===== src/rtl/pio_pkg.sv =====
package pio_pkg;
  localparam int NREG     = 5;
  localparam int GRP_MODE = 0;
  localparam int GRP_OE   = 1;
  localparam int GRP_FLT  = 2;
  localparam int GRP_OUT  = 3;
  localparam int GRP_IEN  = 4;

  localparam logic [1:0] OP_SET = 2'd0;
  localparam logic [1:0] OP_CLR = 2'd1;
  localparam logic [1:0] OP_RD  = 2'd2;

  localparam int ADDR_LEVEL = 20;
  localparam int ADDR_STAT  = 21;

  // next value of one control bit under a set or clear write
  function automatic logic setclr_bit(input logic cur, input logic wd,
                                      input logic do_set, input logic do_clr);
    logic n;
    n = cur;
    if (do_set && wd) n = 1'b1;
    if (do_clr && wd) n = 1'b0;
    return n;
  endfunction

  // next conditioned level of one pin
  function automatic logic filt_bit(input logic cur, input logic s_new,
                                    input logic s_old, input logic fen);
    if (!fen) return s_new;
    if (s_new == s_old) return s_new;
    return cur;
  endfunction
endpackage


===== src/rtl/pio_regfile.sv =====
module pio_regfile
  import pio_pkg::*;
#(
  parameter int NPINS  = 32,
  parameter int ADDR_W = 5
) (
  input  logic                        clk,
  input  logic                        rst_n,
  input  logic                        wr_en,
  input  logic [ADDR_W-1:0]           addr,
  input  logic [NPINS-1:0]            wdata,
  output logic [NREG-1:0][NPINS-1:0]  ctl
);
  localparam int GW = ADDR_W - 2;

  logic [NREG-1:0] hit_set;
  logic [NREG-1:0] hit_clr;

  for (genvar g = 0; g < NREG; g++) begin : g_reg
    localparam logic [NPINS-1:0] RST_VAL = (g == GRP_MODE) ? '1 : '0;

    assign hit_set[g] = wr_en && (addr[ADDR_W-1:2] == GW'(g)) && (addr[1:0] == OP_SET);
    assign hit_clr[g] = wr_en && (addr[ADDR_W-1:2] == GW'(g)) && (addr[1:0] == OP_CLR);

    always_ff @(posedge clk or negedge rst_n) begin
      if (!rst_n) begin
        ctl[g] <= RST_VAL;
      end else begin
        for (int b = 0; b < NPINS; b++)
          ctl[g][b] <= setclr_bit(ctl[g][b], wdata[b], hit_set[g], hit_clr[g]);
      end
    end

    // set address raises only written ones
    a_r2_set_raises: assert property (@(posedge clk) disable iff (!rst_n)
      hit_set[g] |=> (ctl[g] == ($past(ctl[g]) | $past(wdata))));
    // clear address lowers only written ones
    a_r3_clr_lowers: assert property (@(posedge clk) disable iff (!rst_n)
      hit_clr[g] |=> (ctl[g] == ($past(ctl[g]) & ~$past(wdata))));
    // without a write the register holds
    a_r2_hold: assert property (@(posedge clk) disable iff (!rst_n)
      !(hit_set[g] || hit_clr[g]) |=> $stable(ctl[g]));
  end
endmodule


===== src/rtl/pio_infilter.sv =====
module pio_infilter
  import pio_pkg::*;
#(
  parameter int NPINS = 32
) (
  input  logic             clk,
  input  logic             rst_n,
  input  logic [NPINS-1:0] pad_in,
  input  logic [NPINS-1:0] fen,
  output logic [NPINS-1:0] lvl
);
  logic [NPINS-1:0] samp_new;
  logic [NPINS-1:0] samp_old;

  always_ff @(posedge clk or negedge rst_n) begin
    if (!rst_n) begin
      samp_new <= '0;
      samp_old <= '0;
      lvl      <= '0;
    end else begin
      samp_new <= pad_in;
      samp_old <= samp_new;
      for (int b = 0; b < NPINS; b++)
        lvl[b] <= filt_bit(lvl[b], samp_new[b], samp_old[b], fen[b]);
    end
  end

  // a filtered pin only moves to a value seen at two consecutive samples
  a_r8_filter_agrees: assert property (@(posedge clk) disable iff (!rst_n)
    1'b1 |=> (((lvl ^ $past(lvl)) & $past(fen) & ($past(samp_new) ^ $past(samp_old))) == '0));
  // an unfiltered pin follows the newest sample
  a_r7_direct: assert property (@(posedge clk) disable iff (!rst_n)
    1'b1 |=> (((lvl ^ $past(samp_new)) & ~$past(fen)) == '0));
endmodule


===== src/rtl/pio_chgdet.sv =====
module pio_chgdet #(
  parameter int NPINS = 32
) (
  input  logic             clk,
  input  logic             rst_n,
  input  logic [NPINS-1:0] lvl,
  input  logic [NPINS-1:0] ien,
  input  logic             stat_rd,
  output logic [NPINS-1:0] stat,
  output logic [NPINS-1:0] chg_ev
);
  logic [NPINS-1:0] prev;

  assign chg_ev = (lvl ^ prev) & ien;

  always_ff @(posedge clk or negedge rst_n) begin
    if (!rst_n) begin
      prev <= '0;
      stat <= '0;
    end else begin
      prev <= lvl;
      stat <= (stat_rd ? '0 : stat) | chg_ev;
    end
  end

  // a read with no fresh change leaves status empty
  a_r10_read_clears: assert property (@(posedge clk) disable iff (!rst_n)
    (stat_rd && (chg_ev == '0)) |=> (stat == '0));
  // newly raised status bits had their enable set
  a_r11_needs_enable: assert property (@(posedge clk) disable iff (!rst_n)
    1'b1 |=> ((stat & ~$past(stat) & ~$past(ien)) == '0));
  // without a read, pending bits stay pending
  a_r9_sticky: assert property (@(posedge clk) disable iff (!rst_n)
    !stat_rd |=> ((stat & $past(stat)) == $past(stat)));
endmodule


===== src/rtl/pio_bank.sv =====
module pio_bank
  import pio_pkg::*;
#(
  parameter int NPINS  = 32,
  parameter int ADDR_W = 5
) (
  input  logic              clk,
  input  logic              rst_n,
  input  logic              bus_sel,
  input  logic              bus_we,
  input  logic [ADDR_W-1:0] bus_addr,
  input  logic [NPINS-1:0]  bus_wdata,
  output logic [NPINS-1:0]  bus_rdata,
  input  logic [NPINS-1:0]  pad_in,
  output logic [NPINS-1:0]  pad_out,
  output logic [NPINS-1:0]  pad_oe,
  input  logic [NPINS-1:0]  per_out,
  input  logic [NPINS-1:0]  per_oe,
  output logic [NPINS-1:0]  per_in,
  output logic              irq
);
  logic [NREG-1:0][NPINS-1:0] ctl;
  logic [NPINS-1:0] lvl;
  logic [NPINS-1:0] stat;
  logic [NPINS-1:0] chg_ev;
  logic wr_en;
  logic rd_en;
  logic stat_rd;
  logic [NPINS-1:0] gp;

  assign wr_en   = bus_sel && bus_we;
  assign rd_en   = bus_sel && !bus_we;
  assign stat_rd = rd_en && (bus_addr == ADDR_W'(ADDR_STAT));
  assign gp      = ctl[GRP_MODE];

  pio_regfile #(.NPINS(NPINS), .ADDR_W(ADDR_W)) u_regs (
    .clk(clk), .rst_n(rst_n), .wr_en(wr_en), .addr(bus_addr),
    .wdata(bus_wdata), .ctl(ctl));

  pio_infilter #(.NPINS(NPINS)) u_filt (
    .clk(clk), .rst_n(rst_n), .pad_in(pad_in), .fen(ctl[GRP_FLT]), .lvl(lvl));

  pio_chgdet #(.NPINS(NPINS)) u_chg (
    .clk(clk), .rst_n(rst_n), .lvl(lvl), .ien(ctl[GRP_IEN]),
    .stat_rd(stat_rd), .stat(stat), .chg_ev(chg_ev));

  always_comb begin
    for (int b = 0; b < NPINS; b++) begin
      pad_out[b] = gp[b] ? ctl[GRP_OUT][b] : per_out[b];
      pad_oe[b]  = gp[b] ? ctl[GRP_OE][b]  : per_oe[b];
      per_in[b]  = gp[b] ? 1'b0 : lvl[b];
    end
  end

  assign irq = |(stat & ctl[GRP_IEN]);

  always_comb begin
    bus_rdata = '0;
    if (rd_en) begin
      for (int g = 0; g < NREG; g++)
        if (bus_addr == ADDR_W'(g * 4 + 2)) bus_rdata = ctl[g];
      if (bus_addr == ADDR_W'(ADDR_LEVEL)) bus_rdata = lvl;
      if (bus_addr == ADDR_W'(ADDR_STAT))  bus_rdata = stat;
    end
  end

  // interrupt only with a pending enabled bit
  a_r9_irq_cause: assert property (@(posedge clk) disable iff (!rst_n)
    irq |-> ((stat & ctl[GRP_IEN]) != '0));
  // general-purpose pins deliver nothing to peripherals
  a_r6_gp_quiet: assert property (@(posedge clk) disable iff (!rst_n)
    ((per_in & gp) == '0));
  // a fresh enabled change lands in status after the edge
  a_r10_change_wins: assert property (@(posedge clk) disable iff (!rst_n)
    (chg_ev != '0) |=> ((stat & $past(chg_ev)) == $past(chg_ev)));
endmodule


===== config.mk =====
export PLATFORM = sky130hd
export DESIGN_NAME = pio_bank
export DESIGN_NICKNAME = d
export VERILOG_FILES = /design/src/rtl/pio_pkg.sv /design/src/rtl/pio_regfile.sv /design/src/rtl/pio_infilter.sv /design/src/rtl/pio_chgdet.sv /design/src/rtl/pio_bank.sv
export SDC_FILE = /design/constraint.sdc
export NUM_CORES = 1
export LEC_CHECK = 0
export BUFFER_PORTS_ARGS = -buffer_cell sky130_fd_sc_hd__buf_2
export CORE_ASPECT_RATIO = 0.7
export CORE_MARGIN = 3
export CORE_UTILIZATION = 38
export CTS_CLUSTER_DIAMETER = 30
export DETAILED_ROUTE_END_ITERATION = 8
export GPL_ROUTABILITY_DRIVEN = 0
export GPL_TIMING_DRIVEN = 0
export SYNTH_ARGS = -nofsm -noshare
export SYNTH_HDL_FRONTEND = slang
export SYNTH_SLANG_ARGS = --single-unit

===== constraint.sdc =====
create_clock -name clk -period 1.3 [get_ports clk]
set_input_delay 0.13 -clock clk [delete_from_list [all_inputs] [get_ports clk]]
set_output_delay 0.13 -clock clk [all_outputs]
set_load 0.01 [all_outputs]

==> run metrics, run 1 <==
run status=complete, but fails checks; violations in the final reports=negative setup slack; detailed router's first-iteration violation count=1,269; height of the chip=170.0 um; worst-case vdd ir drop=between 0.9 and 1 mV; r2r worst-path depth=6; antenna violations before repair=5; DRC violations left=0; CTS tree=built; total routed wirelength=between 50,000 and 60,000 um; critical path data arrival time=2.11 ns; register bit total from synthesis=320; overflow left after global routing=0; endpoint of the worst register-to-register path=u_regs.ctl[5]$_DFFE_PN1P_; share of the yosys chip area belonging to registers=0.5510; CP Class=reg2out; WL per Instance=23.91 um; maximum net fanout on the critical path=4; IO Count=266; Num CTS Buffers=55; Clock Skew=0.01268 ns; Post-synth ARST share=1.000; count of input and output buffers=233; HPWL after detailed placement=36,510 um; count of standard-cell rows=59; final worst-path cycle share=1.722; ratio of routed vias to standard cells=5.729; net count after synthesis=1,463; clock transition at the registers of the reported paths=0.06 ns; Pwr Total=34.80 mW; max-cap check violation count=0; area enclosed by the die boundary=0.04086 sq mm; Pre-Repair DR Iteration Count=5; global-route wire length before repair=around 80,000 um; leading area contributor after synthesis=sky130_fd_sc_hd__dfrtp_1; max-slew violations=0; Overall Global Routing Usage=0.2603; register-to-register path setup slack=0.11 ns; count of synthesis-stage warnings from yosys=0; Synth Instances=1,326; worst path setup slack after routing=-0.9392 ns; setup repair after global routing missed its margin=yes; Setup crit end kind=output port; count of clock tree sinks=320; number of endpoints failing setup at the final stage=129; vias after detailed routing=between 10,000 and 15,000; leakage power of the design=9.691 nW; Initial Utilization=0.3895; number of flops mapped to enable cells by yosys=0; Max transition margin=0.4608; non-filler instance count after layout=2,336; number of global-route vias before repair=about 13,000; largest net degree at the start of global routing=around 110; Layout area overhead=48.22%; clk buf depth=3; top area cells in the synthesized netlist=sky130_fd_sc_hd__dfrtp_1 49%, sky130_fd_sc_hd__a22o_1 11%, sky130_fd_sc_hd__dfstp_2 5.8%; reg2reg start=u_regs.ctl[5]$_DFFE_PN1P_; cell area after technology mapping=0.01461 sq mm; H-tree levels=2; final antenna-violating net count=0; Die Wd=240.3 um; most used flip-flop cell after synthesis=sky130_fd_sc_hd__dfrtp_1; Total Nets Final=approximately 1,900; element type at the critical path start=flip-flop; Clock Latency Late Sink=between 0.5 and 0.6 ns; maximum operating frequency=0.4466 GHz; area share of the largest cell type after synthesis=0.4934; required time at the worst-slack endpoint=1.17 ns; min-delay worst type=in2reg; terminating pin of the worst hold path=u_regs.ctl[61]$_DFFE_PN0P_; Worst Hold Launch=bus_wdata[29]; WHS Path Cells=3; final number of hold-violating endpoints=0; Yosys cell types=35; clock tree root driver cell=sky130_fd_sc_hd__clkbuf_16; ratio of total power to cell area=1607 mW/mm^2; core region area=between 0.03 and 0.04 sq mm; share of post-route cells with drive strength above 1=0.3964; crit path time final=2.239 ns; average size of a mapped cell=11.02 sq um; Cells after DPL=2,050; worst-margin pin slew=0.8088 ns
-- timing repair --
item | in CTS | in global routing
setup buffers | 83 | 56
gates cloned | 0 | 3
pin swaps | 11 | 15
resized for setup | 271 | 125
endpoints found under the hold margin | 228 | 129
endpoints found under the setup margin | 254 | 429
hold buffers | 57 | 1
-- area by class of cell --
class                           count  area, sq um
Clock buffer                       67         1544
Inverter                            1        3.754
Clock inverter                     36        493.0
Buffer                            100        625.6
Tap cell                          488        610.6
Antenna cell                        4        10.01
Timing Repair Buffer              416         3511
Multi-Input combinational cell    904         6785
Sequential cell                   320         8066
Fill cell                        3133        15850
-- where the power goes --
group | total, mW | internal (mW) | switching [mW]
Sequential | 13.0 | 11.4 | 1.59
Combinational | 5.98 | 3.48 | 2.50
Clock | 15.8 | 10.3 | 5.45
-- layout by cell type, fill, tap and decap left out, types with 8 or more instances in the layout --
cell type | netlist | layout
sky130_fd_sc_hd__a21oi_1 | 83 | 83
sky130_fd_sc_hd__a22o_1 | 186 | 186
sky130_fd_sc_hd__a22oi_1 | 41 | 33
sky130_fd_sc_hd__a22oi_2 | 0 | 8
sky130_fd_sc_hd__buf_12 | 0 | 10
sky130_fd_sc_hd__buf_2 | 42 | 174
sky130_fd_sc_hd__buf_4 | 4 | 86
sky130_fd_sc_hd__buf_6 | 0 | 124
sky130_fd_sc_hd__bufinv_16 | 0 | 9
sky130_fd_sc_hd__clkbuf_1 | 55 | 40
sky130_fd_sc_hd__clkbuf_16 | 0 | 60
sky130_fd_sc_hd__clkbuf_4 | 0 | 14
sky130_fd_sc_hd__clkbuf_8 | 0 | 8
sky130_fd_sc_hd__dfrtp_1 | 288 | 273
sky130_fd_sc_hd__dfrtp_2 | 0 | 15
sky130_fd_sc_hd__dfstp_2 | 32 | 32
sky130_fd_sc_hd__dlygate4sd3_1 | 0 | 54
sky130_fd_sc_hd__mux2_4 | 0 | 67
sky130_fd_sc_hd__mux2i_1 | 25 | 21
sky130_fd_sc_hd__nand2_1 | 182 | 181
sky130_fd_sc_hd__nand2b_1 | 39 | 38
sky130_fd_sc_hd__nand3b_1 | 10 | 10
sky130_fd_sc_hd__nor2_1 | 40 | 33
sky130_fd_sc_hd__nor2b_1 | 36 | 27
sky130_fd_sc_hd__o211ai_1 | 24 | 24
sky130_fd_sc_hd__o21ai_1 | 0 | 29
sky130_fd_sc_hd__o21ai_2 | 0 | 23
sky130_fd_sc_hd__o221ai_1 | 25 | 15
sky130_fd_sc_hd__o221ai_2 | 0 | 10
sky130_fd_sc_hd__xor2_1 | 32 | 32
-- cell usage after synthesis (all sizes together) (6+ instances only) --
library cell	number
dfrtp	288
a22o	186
nand2	182
a21oi	83
mux2	71
o21ai	62
clkbuf	55
buf	46
nor2	44
a22oi	41
nand2b	39
nor2b	36
dfstp	32
xor2	32
mux2i	25
o221ai	25
o211ai	24
nand3b	10
o22ai	9
or3	8
a221oi	6
-- critical path, cell delays in order, from the launching register on --
cell	delay, ns
sky130_fd_sc_hd__dfrtp_1	0.46
sky130_fd_sc_hd__a22oi_2	0.24
sky130_fd_sc_hd__nand4_1	0.20
sky130_fd_sc_hd__or4_4	0.49
sky130_fd_sc_hd__buf_6	0.14
-- how the worst max path moves through the flow --
stage                                      startpoint  slack (ns)                       endpoint
after floorplan           u_regs.ctl[158]$_DFFE_PN0P_       -0.02                            irq
after global placement                          rst_n       -6.04  u_filt.samp_new[16]$_DFF_PN0_
after detailed placement                  bus_addr[4]       -1.03                  bus_rdata[18]
after CTS                 u_regs.ctl[145]$_DFFE_PN0P_       -0.92                            irq
after global routing      u_regs.ctl[129]$_DFFE_PN0P_       -0.97                            irq
final                     u_regs.ctl[136]$_DFFE_PN0P_       -0.94                            irq
-- per-layer routing --
layer | vias to the layer above | wire length, um | track usage
met2 | 673 | 25120 | 0.3951
li1 | 5853 | - | -
met5 | - | 7 | 0
met1 | 6749 | 23780 | 0.3681
met3 | 105 | 5423 | 0.06609
met4 | 2 | 1516 | 0.08068
-- cells by family (layout without fill, tap and decap cells) --
logic type / count (synthesis) / count (layout) / synth area share
mux: 96 / 96 / 0.07187
compound gates: 438 / 438 / 0.2181
buf+inv: 102 / 620 / 0.03084
flops: 320 / 320 / 0.5510
other cells: 0 / 4 / 0
simple gates: 338 / 338 / 0.1090
xor+xnor: 32 / 32 / 0.01919
-- state kept, by name, indices dropped and copies added (netlist names) --
signal / cells
u_chg.prev: 32
u_chg.stat: 32
u_filt.lvl: 32
u_filt.samp_new: 32
u_filt.samp_old: 32
u_regs.ctl: 160
-- stage by stage --
stage	setup WS, ns	hold WS (ns)	TNS [ns]	util	cell area, sq um
floorplan	-0.02033	-0.1656	-0.3937	-	14660
global placement	-6.035	0.2377	-2007.10	0.4384	16440
detailed placement	-1.026	0.02141	-163.56	0.4409	16530
CTS	-0.9205	0.001485	-94.23	0.5580	20930
global route	-0.9653	0.03334	-65.99	0.5773	21650
finish	-0.9392	0.03035	-60.85	0.5773	21650
No activity file was read; power rests on OpenSTA's default activity.
==> run 2, diff against run 1 <==
- RECOVER_POWER: not set -> 25
==> run metrics, run 2 (synthesized netlist as in run 1, its figures left out) <==
run status=complete, but fails checks; violations in the final reports=negative setup slack; startpoint of the most critical setup path=u_regs.ctl[136]$_DFFE_PN0P_; final number of hold-violating endpoints=0; Crit. path cell count=4; clock transition at the registers of the reported paths=approximately 0.06 ns; non-filler instance count after layout=2,336; largest net degree at the start of global routing=roughly 110; crit path time final=about 2.2 ns; commonest cells after routing, fill and taps aside=274 x sky130_fd_sc_hd__dfrtp_1, 186 x sky130_fd_sc_hd__a22o_1, 181 x sky130_fd_sc_hd__nand2_1; Pre-Repair DR Iteration Count=5; element type at the critical path start=flip-flop; leakage power of the design=9.662 nW; critical path data arrival time=2.08 ns; total routed wirelength=55,810 um; core region area=0.03750 sq mm; CP Class=reg2out; count of clock tree sinks=320; Max transition margin=0.4303; setup repair after global routing missed its margin=yes; area enclosed by the die boundary=0.04086 sq mm; Setup crit end kind=output port; H-tree levels=2; number of endpoints failing setup at the final stage=344; clk buf depth=3; Pwr Total=34.75 mW; min-delay worst type=in2reg; DRC violations left=0; detailed router's first-iteration violation count=1,394; Layout area overhead=47.70%; largest register by flop count=u_regs.ctl; worst path buffer plus inverter count=1; Num CTS Buffers=55; r2r worst-path depth=6; Initial Utilization=0.3895; cell-by-cell listing of the critical path=a22oi_2, nand4_1, or4_4, buf_6; max-cap check violation count=0; Die Wd=around 240 um; ratio of routed vias to standard cells=5.699; required time at the worst-slack endpoint=1.17 ns; Total Nets Final=1,935; endpoint of the worst register-to-register path=u_regs.ctl[5]$_DFFE_PN1P_; Clock Skew=0.01552 ns; Cells after DPL=2,050; worst-case vdd ir drop=0.9806 mV; maximum net fanout on the critical path=4; maximum operating frequency=0.4523 GHz; antenna violations before repair=5; commonest non-fill, non-tap cell in the layout=sky130_fd_sc_hd__dfrtp_1; number of global-route vias before repair=between 10,000 and 15,000; register-to-register path setup slack=0.10 ns; IO Count=266; hold slack final=0.02716 ns; share of post-route cells with drive strength above 1=0.3932; count of input and output buffers=about 230; HPWL after detailed placement=36,510 um; CTS tree=built; WL per Instance=approximately 24 um; overflow left after global routing=0; global-route wire length before repair=80,500 um; count of standard-cell rows=59; slowest library cell on the worst path=sky130_fd_sc_hd__or4_4; max-slew violations=0; CP top delay family=simple AND/OR/NAND/NOR gates; vias after detailed routing=13,310; final antenna-violating net count=0; worst-margin pin slew=0.8546 ns; worst path setup slack after routing=-0.9110 ns; Clock Latency Late Sink=0.57 ns; final worst-path cycle share=1.701; height of the chip=between 150 and 200 um; end point of the critical path=irq; CP max stage delay=approximately 0.48 ns; clock tree root driver cell=sky130_fd_sc_hd__clkbuf_16; Largest register FFs=160; ratio of total power to cell area=1611 mW/mm^2; reg2reg start=u_regs.ctl[5]$_DFFE_PN1P_; Overall Global Routing Usage=0.2603
==> run 2: cell count changes in the layout (fill, tap and decap cells not counted), sizes merged <==
cell,delta
dlymetal6s4s,+1
buf,-8
clkbuf,+7
==> run 2: how the worst min path moves through the flow <==
stage	start	to	slack (ns)	depth (start not counted)
CTS	bus_wdata[16]	u_regs.ctl[144]$_DFFE_PN0P_	0.001	3
finish	bus_wdata[16]	u_regs.ctl[144]$_DFFE_PN0P_	0.03	3
floorplan	rst_n	u_chg.prev[0]$_DFF_PN0_	-0.17	0
global placement	pad_in[12]	u_filt.samp_new[12]$_DFF_PN0_	0.24	1
detailed placement	rst_n	u_filt.lvl[31]$_DFFE_PN0P_	0.02	1
global route	bus_wdata[29]	u_regs.ctl[61]$_DFFE_PN0P_	0.03	3
==> run 2: metal layers <==
| layer | part of all wire | GRT usage |
|---|---|---|
| met1 | 0.43 | 0.3681 |
| met2 | 0.45 | 0.3951 |
| met3 | 0.096 | 0.06609 |
| met4 | 0.027 | 0.08068 |
| met5 | 0.00013 | 0 |
==> run 2: area by class of cell <==
| cell class | count | area, sq um |
|---|---|---|
| well taps | 488 | 610.6 |
| repair buffers | 416 | 3437 |
| clock inverters | 36 | 493.0 |
| diodes | 4 | 10.01 |
| plain buffers | 100 | 625.6 |
| flip-flops and latches | 320 | 8065 |
| multi-input cells | 904 | 6785 |
| clock buffers | 67 | 1544 |
| inverters | 1 | 3.754 |
| fillers | 3136 | 15930 |
==> run 2: power breakdown <==
part,switching (mW),internal [mW]
Sequential,1.57,11.4
Clock,5.45,10.3
Combinational,2.49,3.46
Total,9.51,25.2
==> run 2: what timing repair did <==
action	in CTS	in global routing
gates resized for setup	271	125
cloned	0	3
pin swaps	11	15
endpoints found under the hold margin	228	129
hold buffers	57	1
setup buffers	83	56
setup endpoints to repair	254	429
==> run 2: tightest hold or removal path: stages <==
cell	delay, ns
sky130_fd_sc_hd__clkbuf_1	0.21
sky130_fd_sc_hd__nand2_1	0.11
sky130_fd_sc_hd__a22o_1	0.11
==> run 2: stage by stage <==
stage / area, sq um / setup TNS (ns) / util / worst slack (ns)
CTS: 20930 / -94.23 / 0.5580 / -0.9205
detailed placement: 16530 / -163.56 / 0.4409 / -1.026
global placement: 16440 / -2007.10 / 0.4384 / -6.035
global route: 21570 / -166.50 / 0.5753 / -0.9653
finish: 21570 / -121.43 / 0.5753 / -0.9110
floorplan: 14660 / -0.3937 / - / -0.02033
